--- src/rtl/shru_pkg.sv ---
package shru_pkg;

    localparam int FLAG_W = 8;
    localparam int FB_S   = 7;
    localparam int FB_Z   = 6;
    localparam int FB_H   = 4;
    localparam int FB_PV  = 2;
    localparam int FB_N   = 1;
    localparam int FB_C   = 0;

    typedef enum logic [3:0] {
        OP_ASL        = 4'd0,
        OP_ASR        = 4'd1,
        OP_LSR        = 4'd2,
        OP_SHL_ONE    = 4'd3,
        OP_ROT_CL     = 4'd4,
        OP_ROT_CR     = 4'd5,
        OP_CIRC_L     = 4'd6,
        OP_CIRC_R     = 4'd7,
        OP_ACC_ROT_CL = 4'd8,
        OP_ACC_ROT_CR = 4'd9,
        OP_ACC_CIRC_L = 4'd10,
        OP_ACC_CIRC_R = 4'd11,
        OP_NIB_L      = 4'd12,
        OP_NIB_R      = 4'd13,
        OP_RSV_E      = 4'd14,
        OP_RSV_F      = 4'd15
    } shru_op_e;

    typedef enum logic [1:0] {
        CLS_FULL,
        CLS_FAST,
        CLS_NIB,
        CLS_PASS
    } shru_cls_e;

endpackage

--- src/rtl/shru_bitops.sv ---
module shru_bitops
    import shru_pkg::*;
#(
    parameter int DATA_W = 8
) (
    input  shru_op_e          op,
    input  logic [DATA_W-1:0] din,
    input  logic              cin,
    output logic [DATA_W-1:0] dout,
    output logic              cout
);
    localparam int MSB = DATA_W - 1;

    always_comb begin
        dout = din;
        cout = cin;
        unique case (op)
            OP_ASL: begin
                dout = {din[MSB-1:0], 1'b0};
                cout = din[MSB];
            end
            OP_ASR: begin
                dout = {din[MSB], din[MSB:1]};
                cout = din[0];
            end
            OP_LSR: begin
                dout = {1'b0, din[MSB:1]};
                cout = din[0];
            end
            OP_SHL_ONE: begin
                dout = {din[MSB-1:0], 1'b1};
                cout = 1'b0;
            end
            OP_ROT_CL, OP_ACC_ROT_CL: begin
                dout = {din[MSB-1:0], cin};
                cout = din[MSB];
            end
            OP_ROT_CR, OP_ACC_ROT_CR: begin
                dout = {cin, din[MSB:1]};
                cout = din[0];
            end
            OP_CIRC_L, OP_ACC_CIRC_L: begin
                dout = {din[MSB-1:0], din[MSB]};
                cout = din[MSB];
            end
            OP_CIRC_R, OP_ACC_CIRC_R: begin
                dout = {din[0], din[MSB:1]};
                cout = din[0];
            end
            default: begin
                dout = din;
                cout = cin;
            end
        endcase
    end

    always_comb begin
        if (op == OP_ASL)
            a_r1_asl_fill: assert (dout[0] == 1'b0 && cout == din[MSB])
                else $error("a_r1_asl_fill");
        if (op == OP_SHL_ONE)
            a_r4_one_fill: assert (dout[0] == 1'b1 && cout == 1'b0)
                else $error("a_r4_one_fill");
        if (op == OP_ASR)
            a_r2_sign_kept: assert (dout[MSB] == din[MSB])
                else $error("a_r2_sign_kept");
    end

endmodule

--- src/rtl/shru_nibble.sv ---
module shru_nibble
    import shru_pkg::*;
#(
    parameter int DATA_W = 8
) (
    input  shru_op_e          op,
    input  logic [DATA_W-1:0] acc,
    input  logic [DATA_W-1:0] mem,
    output logic [DATA_W-1:0] acc_n,
    output logic [DATA_W-1:0] mem_n
);
    localparam int HALF = DATA_W / 2;

    logic [HALF-1:0] a_hi, a_lo, m_hi, m_lo;
    assign a_hi = acc[DATA_W-1:HALF];
    assign a_lo = acc[HALF-1:0];
    assign m_hi = mem[DATA_W-1:HALF];
    assign m_lo = mem[HALF-1:0];

    always_comb begin
        acc_n = acc;
        mem_n = mem;
        unique case (op)
            OP_NIB_L: begin
                acc_n = {a_hi, m_hi};
                mem_n = {m_lo, a_lo};
            end
            OP_NIB_R: begin
                acc_n = {a_hi, m_lo};
                mem_n = {a_lo, m_hi};
            end
            default: begin
                acc_n = acc;
                mem_n = mem;
            end
        endcase
    end

    always_comb begin
        if (op == OP_NIB_L || op == OP_NIB_R)
            a_r9_upper_digit_kept: assert (acc_n[DATA_W-1:HALF] == acc[DATA_W-1:HALF])
                else $error("a_r9_upper_digit_kept");
    end

endmodule

--- src/rtl/shru_flags.sv ---
module shru_flags
    import shru_pkg::*;
#(
    parameter int DATA_W = 8
) (
    input  shru_cls_e         cls,
    input  logic [DATA_W-1:0] result,
    input  logic              cnew,
    input  logic [FLAG_W-1:0] fin,
    output logic [FLAG_W-1:0] fout
);
    logic sgn, zer, par;
    assign sgn = result[DATA_W-1];
    assign zer = (result == '0);
    assign par = ~(^result);

    always_comb begin
        fout = fin;
        unique case (cls)
            CLS_FULL: begin
                fout[FB_S]  = sgn;
                fout[FB_Z]  = zer;
                fout[FB_PV] = par;
                fout[FB_H]  = 1'b0;
                fout[FB_N]  = 1'b0;
                fout[FB_C]  = cnew;
            end
            CLS_FAST: begin
                fout[FB_H]  = 1'b0;
                fout[FB_N]  = 1'b0;
                fout[FB_C]  = cnew;
            end
            CLS_NIB: begin
                fout[FB_S]  = sgn;
                fout[FB_Z]  = zer;
                fout[FB_PV] = par;
                fout[FB_H]  = 1'b0;
                fout[FB_N]  = 1'b0;
            end
            CLS_PASS: fout = fin;
        endcase
    end

    always_comb begin
        if (cls == CLS_FAST)
            a_r8_fast_keeps_szp: assert (fout[FB_S] == fin[FB_S] && fout[FB_Z] == fin[FB_Z]
                                         && fout[FB_PV] == fin[FB_PV])
                else $error("a_r8_fast_keeps_szp");
        if (cls == CLS_NIB)
            a_r11_carry_kept: assert (fout[FB_C] == fin[FB_C])
                else $error("a_r11_carry_kept");
    end

endmodule

--- src/rtl/shift_rotate_unit.sv ---
module shift_rotate_unit
    import shru_pkg::*;
#(
    parameter int DATA_W = 8
) (
    input  logic [3:0]        op_code,
    input  logic [DATA_W-1:0] opnd_in,
    input  logic [DATA_W-1:0] aux_in,
    input  logic [FLAG_W-1:0] flags_in,
    output logic [DATA_W-1:0] res_out,
    output logic [DATA_W-1:0] aux_out,
    output logic [FLAG_W-1:0] flags_out
);
    shru_op_e  op;
    shru_cls_e cls;
    logic [DATA_W-1:0] bit_res, nib_acc, nib_mem;
    logic              bit_c;

    assign op = shru_op_e'(op_code);

    always_comb begin
        unique case (op)
            OP_ASL, OP_ASR, OP_LSR, OP_SHL_ONE,
            OP_ROT_CL, OP_ROT_CR, OP_CIRC_L, OP_CIRC_R:               cls = CLS_FULL;
            OP_ACC_ROT_CL, OP_ACC_ROT_CR, OP_ACC_CIRC_L, OP_ACC_CIRC_R: cls = CLS_FAST;
            OP_NIB_L, OP_NIB_R:                                       cls = CLS_NIB;
            default:                                                  cls = CLS_PASS;
        endcase
    end

    shru_bitops #(.DATA_W(DATA_W)) u_bitops (
        .op   (op),
        .din  (opnd_in),
        .cin  (flags_in[FB_C]),
        .dout (bit_res),
        .cout (bit_c)
    );

    shru_nibble #(.DATA_W(DATA_W)) u_nibble (
        .op    (op),
        .acc   (opnd_in),
        .mem   (aux_in),
        .acc_n (nib_acc),
        .mem_n (nib_mem)
    );

    always_comb begin
        if (cls == CLS_NIB) begin
            res_out = nib_acc;
            aux_out = nib_mem;
        end else begin
            res_out = bit_res;
            aux_out = aux_in;
        end
    end

    shru_flags #(.DATA_W(DATA_W)) u_flags (
        .cls    (cls),
        .result (res_out),
        .cnew   (bit_c),
        .fin    (flags_in),
        .fout   (flags_out)
    );

    always_comb begin
        if (cls != CLS_NIB)
            a_r12_aux_passthrough: assert (aux_out == aux_in)
                else $error("a_r12_aux_passthrough");
        if (cls == CLS_FULL)
            a_r7_zero_tracks_result: assert (flags_out[FB_Z] == (res_out == '0)
                                             && flags_out[FB_H] == 1'b0)
                else $error("a_r7_zero_tracks_result");
    end

endmodule

--- config.mk ---
export PLATFORM = sky130hd
export DESIGN_NAME = shift_rotate_unit
export DESIGN_NICKNAME = d
export VERILOG_FILES = /design/src/rtl/shru_pkg.sv /design/src/rtl/shru_bitops.sv /design/src/rtl/shru_nibble.sv /design/src/rtl/shru_flags.sv /design/src/rtl/shift_rotate_unit.sv
export SDC_FILE = /design/constraint.sdc
export NUM_CORES = 1
export LEC_CHECK = 0
export CAP_MARGIN = 20
export CORE_UTILIZATION = 55
export DETAILED_ROUTE_END_ITERATION = 16
export DONT_BUFFER_PORTS = 1
export PLACE_DENSITY_LB_ADDON = 0.12
export SYNTH_ARGS = -nofsm -noshare
export SYNTH_HDL_FRONTEND = slang
export SYNTH_HIERARCHICAL = 1
export SYNTH_SLANG_ARGS = --single-unit
--- constraint.sdc ---
create_clock -name vclk -period 2.1
set_input_delay 0.105 -clock vclk [all_inputs]
set_output_delay 0.105 -clock vclk [all_outputs]
set_load 0.02 [all_outputs]
Yosys cells after proc, flatten, opt, wreduce, memory -nomap -nowiden
Memory sizes are Yosys's and may differ from the RTL's. Cells that the tools add are included.

Flip-flop bits (word level): 0. Memory bits (read-only): 32. Input bits: 28. Output and inout bits: 24. Logic and storage cells: 42. Memories kept: 1.

Equality and inequality tests: 16. Multiplexer cells: 11. Bitwise operators: 1. Reductions and logical operators: 13.

Memory list: (no name shown) (words 16, width 2, read ports 1, clocked after Yosys merged registers in 0, write ports 0, RTL line shift_rotate_unit.sv:22) `unique case (op)`.

Operators with widths (number): 8-bit one-hot mux with 8 select lines (1); 4-bit == test (second input constant) (6); 4-bit by 3-bit == test with 1-bit output (second input constant) (4); 8-bit two-way mux (2); 8-bit one-hot mux with 2 select lines (1); 2-bit OR reduction (6); 4-bit by 2-bit == test with 1-bit output (second input constant) (2); 8-bit logical NOT (1); 4-bit one-hot mux with 2 select lines (1); 8-bit parity (1); 6-bit OR reduction (1); 5-bit OR reduction (1); 2-bit == test (second input constant) (2); 4-bit by 1-bit == test with 1-bit output (second input constant) (1); 4-bit logical NOT (1); 1-bit one-hot mux with 2 select lines (2); 1-bit one-hot mux with 3 select lines (1); 3-bit OR reduction (1); 2-bit by 1-bit == test with 1-bit output (second input constant) (1); 2-bit logical NOT (1); 1-bit two-way mux (2); 2-bit two-way mux (1); 1-bit NOT (1).

Logic depth before layout (Yosys ltp)
Gate-level depths: netlist of run 1.

Word-level depth: 7. Depth in mapped cells: 11. Mapped depth without buffers: 10.

By module
The synthesis of run 1 kept the hierarchy.

Modules (own cells, without submodules): shru_bitops (instances 1, cells an instance 61, area each 416.6 um^2, sequential area each 0.0 um^2); shru_nibble (instances 1, cells an instance 31, area each 365.4 um^2, sequential area each 0.0 um^2); shift_rotate_unit (instances 1, cells an instance 21, area each 266.5 um^2, sequential area each 0.0 um^2); shru_flags (instances 1, cells an instance 27, area each 177.7 um^2, sequential area each 0.0 um^2).

Worst setup path after synthesis of run 1
Ideal clock, no wire load.

Kind: in2out. From: input port op_code[3]. To: output port flags_out[2]. Data arrival time: 2.184 ns. Data required time: 1.995 ns. Slack: -0.189 ns. Cell stages on the path: 10. Path buffers: 1. Cells stage by stage: clkbuf_2 -> nand4bb_1 -> o311ai_2 -> a221o_1 -> mux2_2 -> inv_1 -> ha_1 -> xor2_1 -> xnor2_1 -> o21ai_1.

Longest elaborated chain between the ends: 7. Elaborated cells on any way between the ends: 28. Those cells by class: eq/ne (14); mux (4); bitwise (1); reduce/logical (8); memory (1).

Ends and longest elaborated chain: start, declared (RTL line shift_rotate_unit.sv:6) `input logic [3:0] op_code,`; 4-bit by 3-bit == test with 1-bit output or 4-bit == test (tied branches) (RTL line shru_bitops.sv:17) `unique case (op)`; 2-bit OR reduction; 8-bit one-hot mux with 8 select lines (*) (RTL line shru_bitops.sv:17); via bit_res[7] (RTL line shift_rotate_unit.sv:16) `logic [DATA_W-1:0] bit_res, nib_acc, nib_mem;`; 8-bit two-way mux (*) (RTL line shift_rotate_unit.sv:48) `if (cls == CLS_NIB) begin`; via res_out[7] (RTL line shift_rotate_unit.sv:10) `output logic [DATA_W-1:0] res_out,`; 8-bit parity (*) (RTL line shru_flags.sv:15) `assign par = ~(^result);`; 1-bit NOT (*) (RTL line shru_flags.sv:15); 1-bit two-way mux (*) (RTL line shru_flags.sv:19) `unique case (cls)`; end, declared (RTL line shift_rotate_unit.sv:12) `output logic [FLAG_W-1:0] flags_out`.

The timed path passes the listed nets; every way through them passes the cells marked *.

Worst setup path after layout of run 1
From: input port op_code[1]. To: output port flags_out[2].

Longest elaborated chain between the ends: 7. Elaborated cells on any way between the ends: 28. Those cells by class: eq/ne (14); mux (4); bitwise (1); reduce/logical (8); memory (1).

Ends and longest elaborated chain (RTL line): 4-bit by 3-bit == test with 1-bit output or 4-bit == test (tied branches) (shru_bitops.sv:17); 2-bit OR reduction; 8-bit one-hot mux with 8 select lines (*) (shru_bitops.sv:17); via bit_res[6] (shift_rotate_unit.sv:16); 8-bit two-way mux (*) (shift_rotate_unit.sv:48); 8-bit parity (*) (shru_flags.sv:15); 1-bit NOT (*) (shru_flags.sv:15); 1-bit two-way mux (*) (shru_flags.sv:19).

Marks and branches as above.

==> metrics.txt, run 1 <==
Std-Cell Rows=16; largest cells by area after synthesis=mux2_4 24%, mux2_2 15%, mux2_1 5.5%; share of cells above drive strength 1=46.5%; Non-Filler Instances=169; CP cell instances=nor2b_4, xor2_4, mux2i_1, o21ai_1, mux2_4, inv_2, ha_4, xor2_1, xnor2_1, o21ai_2; max-cap viol count=0; minimum clock period=2.05 ns; relative slew slack=74.4%; RSZ-0062 raised after global routing=yes; Worst Tran Pin Value=0.383 ns; placed insts=168; vias in the first global route=939; endpoints failing setup=0; # port buffers=0; Via Count=1029; critical path arrival=1.94 ns; period utilization=97.6%; Die Wd=49.2 microns; Syn Area/Cell=8.76 sq um; delay-heaviest family, CP=XOR/XNOR gates; DIE AREA=2420 sq um; first-pass GRT wire length=4060 microns; Syn Inst Count=140; crit path capture type=output port; initial antenna violation count=0; top cell type by total area after synthesis=mux2_4; Fin Setup TNS=0 ns; Ant. Diodes=0; hold path start=flags_in[3]; total grt overflow=0; post-synth top area share=24.5%; cell area power density=303 nW/um^2; dpl cell area=1320 sq um; Routed Antenna Nets=0; largest net degree at the start of global routing=28; CP bufs+invs=1; slowest stage delay, CP=0.26 ns; final hold vios=0; drt drc=0; Max FO, Critical Path=9; post-synthesis sequential area ratio=0%; Critical Path RT=2.00 ns; Initial Util=60.6%; critical path launch point type=primary input; final design utilization=66.2%; WL final=2520 microns; GRT Total Usage=19.8%; VDD IR max=0.000224 V; crit path max-delay cell type=mux2_4; PnR worst setup slack=0.0514 ns; HPWL Detailed=1940 microns; drt pass-1 iters=4; outcome=finished clean; via/cell ratio=6.09; Core Region=2020 sq um; chip height=49.2 microns; number of fill cells=161; P_leak=0.627 nW; Nets=176; Clock buffer cells=0; min-delay worst type=primary input to output port; FF+latch count=0; Fmax=488 MHz; kind of critical path=primary input to output port; worst slack, placed=-0.0117 ns; num ports=52; post-synth net total=172; Slew Viols, Final=0; crit path from=op_code[1]; synthesized area=1230 sq um; fin area=1340 sq um; Routability Congestion=0.740; wire per inst=14.9 microns; DR iter-0 viols=13; Area Growth Syn to Fin=9.18%; Register Area=0 sq um; post-synth cell types=40; Ys Warns=6
-- through the flow --
stage	hold WS (ns)	power [mW]
global placement	0.210	0.388
CTS	0.210	0.394
global route	0.210	0.436
finish	0.210	0.406
detailed placement	0.210	0.395
floorplan	0.323	0.354
-- final timing paths --
kind / endpoint / slack [ns] / cells after the start
worst min-delay path: flags_out[3] / 0.21 / 0
worst max-delay path: flags_out[2] / 0.05 / 10
-- logic make-up after synthesis --
| family | count (synthesis) | share of synthesized area (%) |
|---|---|---|
| xor+xnor | 4 | 4.39 |
| simple gates | 31 | 15.8 |
| compound gates | 31 | 16.6 |
| mux | 46 | 48.0 |
| buf+inv | 24 | 11.1 |
| fa+ha+maj | 4 | 4.08 |
-- cell usage after synthesis --
library cell / n
mux2_4: 20
mux2_2: 16
nand2_1: 15
inv_1: 11
buf_4: 8
o21ai_0: 7
o21ai_1: 7
a21oi_1: 6
mux2_1: 6
a221oi_1: 5
ha_1: 4
mux2i_1: 4
and3_1: 2
buf_6: 2
xnor2_1: 2
a21boi_0: 1
a221o_1: 1
and2_1: 1
and2b_2: 1
and3b_1: 1
and4b_1: 1
buf_1: 1
clkbuf_1: 1
clkbuf_2: 1
nand3b_4: 1
nand4_1: 1
nand4bb_1: 1
nor2_1: 1
nor2b_1: 1
nor2b_4: 1
nor3_1: 1
nor3b_1: 1
o221a_2: 1
o22ai_1: 1
o311ai_0: 1
o311ai_2: 1
or3b_1: 1
or3b_2: 1
xor2_1: 1
xor2_4: 1
-- where the power goes --
part,switching (mW),total [mW],internal (mW)
combinational,0.191,0.406,0.214
sequential,0,0,0
clock,0,0,0
-- layer usage --
layer	vias to the layer above	GRT usage, %	wire length (microns)
li1	517	-	-
met1	487	25.8	1180
met2	25	36.1	1220
met3	0	2.18	117
met4	0	0.980	0
met5	-	0	0
-- layout make-up --
class / instances / area [sq um] / area share (%)
multi-input combinational: 116 / 1150 / 86.0
timing repair buffer: 15 / 113 / 8.41
inverter: 11 / 41.3 / 3.08
tap: 27 / 33.8 / 2.52
-- placed cells by master (no fill, tap or decap), types with 2 or more instances in the layout --
master and count:
a21oi_1 6, a221oi_1 5, and3_1 2, buf_4 15, ha_1 3, inv_1 9, inv_2 2, mux2_1 6
mux2_2 14, mux2_4 22, mux2i_1 4, nand2_1 15, o21ai_0 7, o21ai_1 6
-- timing repair --
action / CTS / global route
gates resized for setup: 1 / 2
hold endpoints to repair: 0 / 0
setup endpoints to repair: 1 / 1
cloned: 0 / 0
buffers inserted: 0 / 1
pin swaps: 1 / 3
hold buffers: 0 / 0
Power figures use the tool's default switching activity.
==> run 2: changes to the inputs <==
- CORE_MARGIN: not set -> 10
==> run 2 against run 1 <==
Fmax fell by 0.83%. Utilization shrank 4.2 points. Routed wire length up 21%. Worst hold slack hardly changed. Highest routed layer unchanged.
==> metrics.txt, run 2 (synthesis results as in run 1) <==
CP cell instances=nor2b_4, xor2_4, a21oi_1, o21ai_1, mux2_4, inv_1, ha_1, xnor2_2, xnor2_1, o21ai_2; RSZ-0062 raised after global routing=yes; drt pass-1 iters=4; initial antenna violation count=0; relative slew slack=48.6%; total grt overflow=0; critical path launch point type=primary input; outcome=finished clean; via/cell ratio=6.21; chip height=67.2 microns; Worst Tran Pin Value=0.764 ns; combinational fraction of design power=100.0%; Initial Util=56.5%; Core Region=2170 sq um; Routability Congestion=0.798; Routed Antenna Nets=0; DIE AREA=4520 sq um; wire per inst=18.0 microns; P_leak=0.629 nW; internal power=0.221 mW; number of fill cells=192; DR iter-0 viols=18; Ant. Diodes=0; kind of critical path=primary input to output port; cell area power density=314 nW/um^2; fin area=1350 sq um; Register Area=0 sq um; Worst path depth=10; vias in the first global route=914; Max FO, Critical Path=9; Sw Pwr=0.202 mW; drt drc=0; Net Sw Frac=47.8%; Slew Viols, Final=0; slowest stage delay, CP=0.32 ns; delay-heaviest family, CP=compound AO/OA/AOI/OAI gates; Hold Crit Depth=0; final design utilization=62.1%; final hold vios=0; crit path capture type=output port; critical path arrival=1.96 ns; min-delay worst type=primary input to output port; CP bufs+invs=1; Via Count=1049; max-cap viol count=0; largest net degree at the start of global routing=28; crit path max-delay cell type=ha_1; most frequent cells in the layout=23 x mux2_4, 15 x nand2_1, 14 x buf_4; HPWL Detailed=2390 microns; sequential power share=0%; # port buffers=0; minimum clock period=2.07 ns; first-pass GRT wire length=4490 microns; area of the multi-input gates=1160 sq um; period utilization=98.4%; cts hold-fix bufs=0; Die Wd=67.2 microns; commonest non-fill, non-tap cell in the layout=mux2_4; Nets=175; Area Growth Syn to Fin=9.80%; endpoints failing setup=0; WL final=3040 microns; dpl cell area=1320 sq um; GRT Total Usage=11.7%; clock power share=0%; Clock buffer cells=0; share of cells above drive strength 1=46.8%; num ports=52; FF+latch count=0; VDD IR max=0.000235 V; Critical Path RT=2.00 ns; Fmax=484 MHz; Std-Cell Rows=17
-- run 2: cell count changes in the layout (fill, tap and decap cells not counted) --
| cell | change |
|---|---|
| xor2_1 | -1 |
| mux2_2 | -1 |
| inv_4 | +1 |
| inv_2 | -1 |
| buf_4 | -1 |
| xor2_2 | +1 |
| mux2_4 | +1 |
-- run 2: timing repair --
action | 4_1_cts | 5_1_grt
buffers inserted | 0 | 1
gates resized for setup | 1 | 5
setup endpoints to repair | 1 | 1
pin swaps | 1 | 3
gates cloned | 0 | 0
-- run 2: metal layers --
| layer | global-route usage, % | wire length (microns) | share of wire [%] | up-vias |
|---|---|---|---|---|
| met4 | 0.513 | 0 | 0 | 0 |
| met3 | 4.13 | 332 | 11 | 0 |
| met2 | 21.1 | 1550 | 51 | 37 |
| li1 | - | - | - | 517 |
| met1 | 13.7 | 1150 | 38 | 495 |
| met5 | 0 | 0 | 0 | - |
-- run 2: cell type report --
class	count	share of cell area [%]
tap	28	2.60
timing repair buffer	14	7.81
multi-input combinational	116	86.3
inverter	11	3.25
-- run 2: power groups by stage --
stage	combinational [mW]	sequential, mW	clock, mW
global placement	0.391	0	0
floorplan	0.354	0	0
detailed placement	0.401	0	0
CTS	0.400	0	0
global route	0.456	0	0
finish	0.423	0	0
-- run 2: metrics by stage --
stage	setup TNS, ns	cells	setup slack [ns]	power (mW)	hold WS (ns)
5_1_grt	-0.0874	169	-0.0874	0.456	0.210
2_1_floorplan	0	140	0.00722	0.354	0.323
4_1_cts	0	168	0.0226	0.400	0.211
3_5_place_dp	-0.0489	168	-0.0489	0.401	0.211
3_3_place_gp	-0.00794	168	-0.00794	0.391	0.211
6_report	0	169	0.0342	0.423	0.210
-- run 2: path summary, 6_finish.rpt --
kind                        start           end  slack, ns
worst max-delay path   op_code[1]  flags_out[2]       0.03
worst min-delay path  flags_in[5]  flags_out[5]       0.21
==> run 3: changes to the inputs <==
- BUFFER_PORTS_ARGS: not set -> -buffer_cell sky130_fd_sc_hd__buf_2
- CORE_MARGIN: 10 -> 3
- CORE_UTILIZATION: 55 -> 46
- DONT_BUFFER_PORTS: 1 -> not set
==> run 3 against run 2 <==
The run now ends with setup timing left. Critical path depth increased by 1. Non-clock buffer count increased by 62. Via count increased by 22%. Utilization increased by 12 points. Worst setup slack got worse by 0.082 ns. Sequential share of layout area unchanged. First-iteration DRC count increased by 67%. Global-route usage increased by 9.2 points. Largest cell class unchanged.
==> metrics.txt, run 3 (synthesis results as in run 1) <==
first-pass GRT wire length=5630 microns; most frequent cells in the layout=43 x buf_2, 25 x mux2_4, 23 x buf_4; outcome=finished with violations; M2 GR Usage=42.1%; Hold WS=0.210 ns; period utilization=102%; GRT busiest layer=met2; fin area=1840 sq um; vias in the first global route=1262; GRT Total Usage=21.0%; drt drc=0; final hold vios=0; Fin Setup TNS=-0.0481 ns; GR Layer Usage met3=0.668%; FF+latch count=0; wire per inst=15.2 microns; CP cell instances=buf_8, mux2_4, and4b_1, a221o_1, mux2_4, inv_2, ha_4, xor2_1, xnor2_1, o21ai_2, buf_6; chip height=57.6 microns; Ant. Diodes=0; Area Growth Syn to Fin=50.2%; crit path from=op_code[1]; area of the multi-input gates=1250 sq um; largest net degree at the start of global routing=18; cell area power density=324 nW/um^2; Routability Congestion=0.915; via/cell ratio=5.49; Core Region=2500 sq um; Critical Path RT=2.00 ns; Slew Viols, Final=0; minimum clock period=2.15 ns; drt pass-1 iters=4; share of cells above drive strength 1=71.4%; critical path launch point type=primary input; DR iter-0 viols=30; cts hold-fix bufs=0; dpl cell area=1640 sq um; VDD IR max=0.000347 V; CP most frequent cell=mux2_4; endpoints failing setup=1; kind of critical path=primary input to output port; Worst Tran Pin Value=0.303 ns; WL final=3540 microns; Die Wd=57.6 microns; DIE AREA=3320 sq um; # port buffers=48; delay-heaviest family, CP=multiplexers; Max FO, Critical Path=6; P_leak=0.921 nW; min-delay worst type=primary input to output port; Fmax=466 MHz; Via Count=1279; number of fill cells=192; num ports=52; commonest non-fill, non-tap cell in the layout=buf_2; HPWL Detailed=2690 microns; max-cap viol count=0; Routed Antenna Nets=0; Nets=237; slowest stage delay, CP=0.29 ns; Std-Cell Rows=18; relative slew slack=79.8%; CP bufs+invs=3; hold path start=flags_in[3]; Clock buffer cells=0; crit path max-delay cell type=mux2_4; critical path arrival=2.04 ns; Initial Util=49.0%; worst slack, placed=-0.323 ns; Register Area=0 sq um; failing checks=setup timing; crit path capture type=output port; RSZ-0062 raised after global routing=yes; met1 Use GR=24.0%; PnR worst setup slack=-0.0481 ns; total grt overflow=0; initial antenna violation count=0
run 3: cell types whose count changed in the layout (fill, tap and decap cells not counted), moves of 3 or more:
cell     previous run  this run
buf_2               0        43
buf_4              14        23
buf_6               0         8
inv_1               9         3
inv_2               1         7
a21oi_1             6         3
ha_1                3         0
ha_4                1         4
run 3: final cells by class:
cell class                      instances  area share [%]
Tap cell                               30            2.04
Multi-Input combinational cell        116            68.0
Inverter                               11            2.38
Timing Repair Buffer                   76            27.6
run 3: path summary, 6_finish.rpt:
path	end	depth (start not counted)
worst max-delay path	flags_out[2]	11
worst min-delay path	flags_out[3]	0
run 3: metrics by stage:
step	power [mW]	instances	util (%)
after global routing	0.643	233	73.7
after detailed placement	0.506	229	65.7
after floorplan	0.354	140	-
after CTS	0.580	231	71.3
after global placement	0.489	229	65.7
final	0.597	233	73.7
run 3: layer usage:
layer  up-vias  part of all wire (%)
met4         0                   2.2
met5         -                     0
met3         8                   4.3
met2        36                    54
li1        642                     -
met1       593                    39
run 3: what timing repair did:
item,in CTS,in global routing
gates resized for setup,37,10
pin swaps,9,4
buffers inserted,2,2
endpoints found under the setup margin,2,1
run 3: power by group:
part           internal, mW  switching, mW
registers                 0              0
logic                 0.310          0.287
clock network             0              0
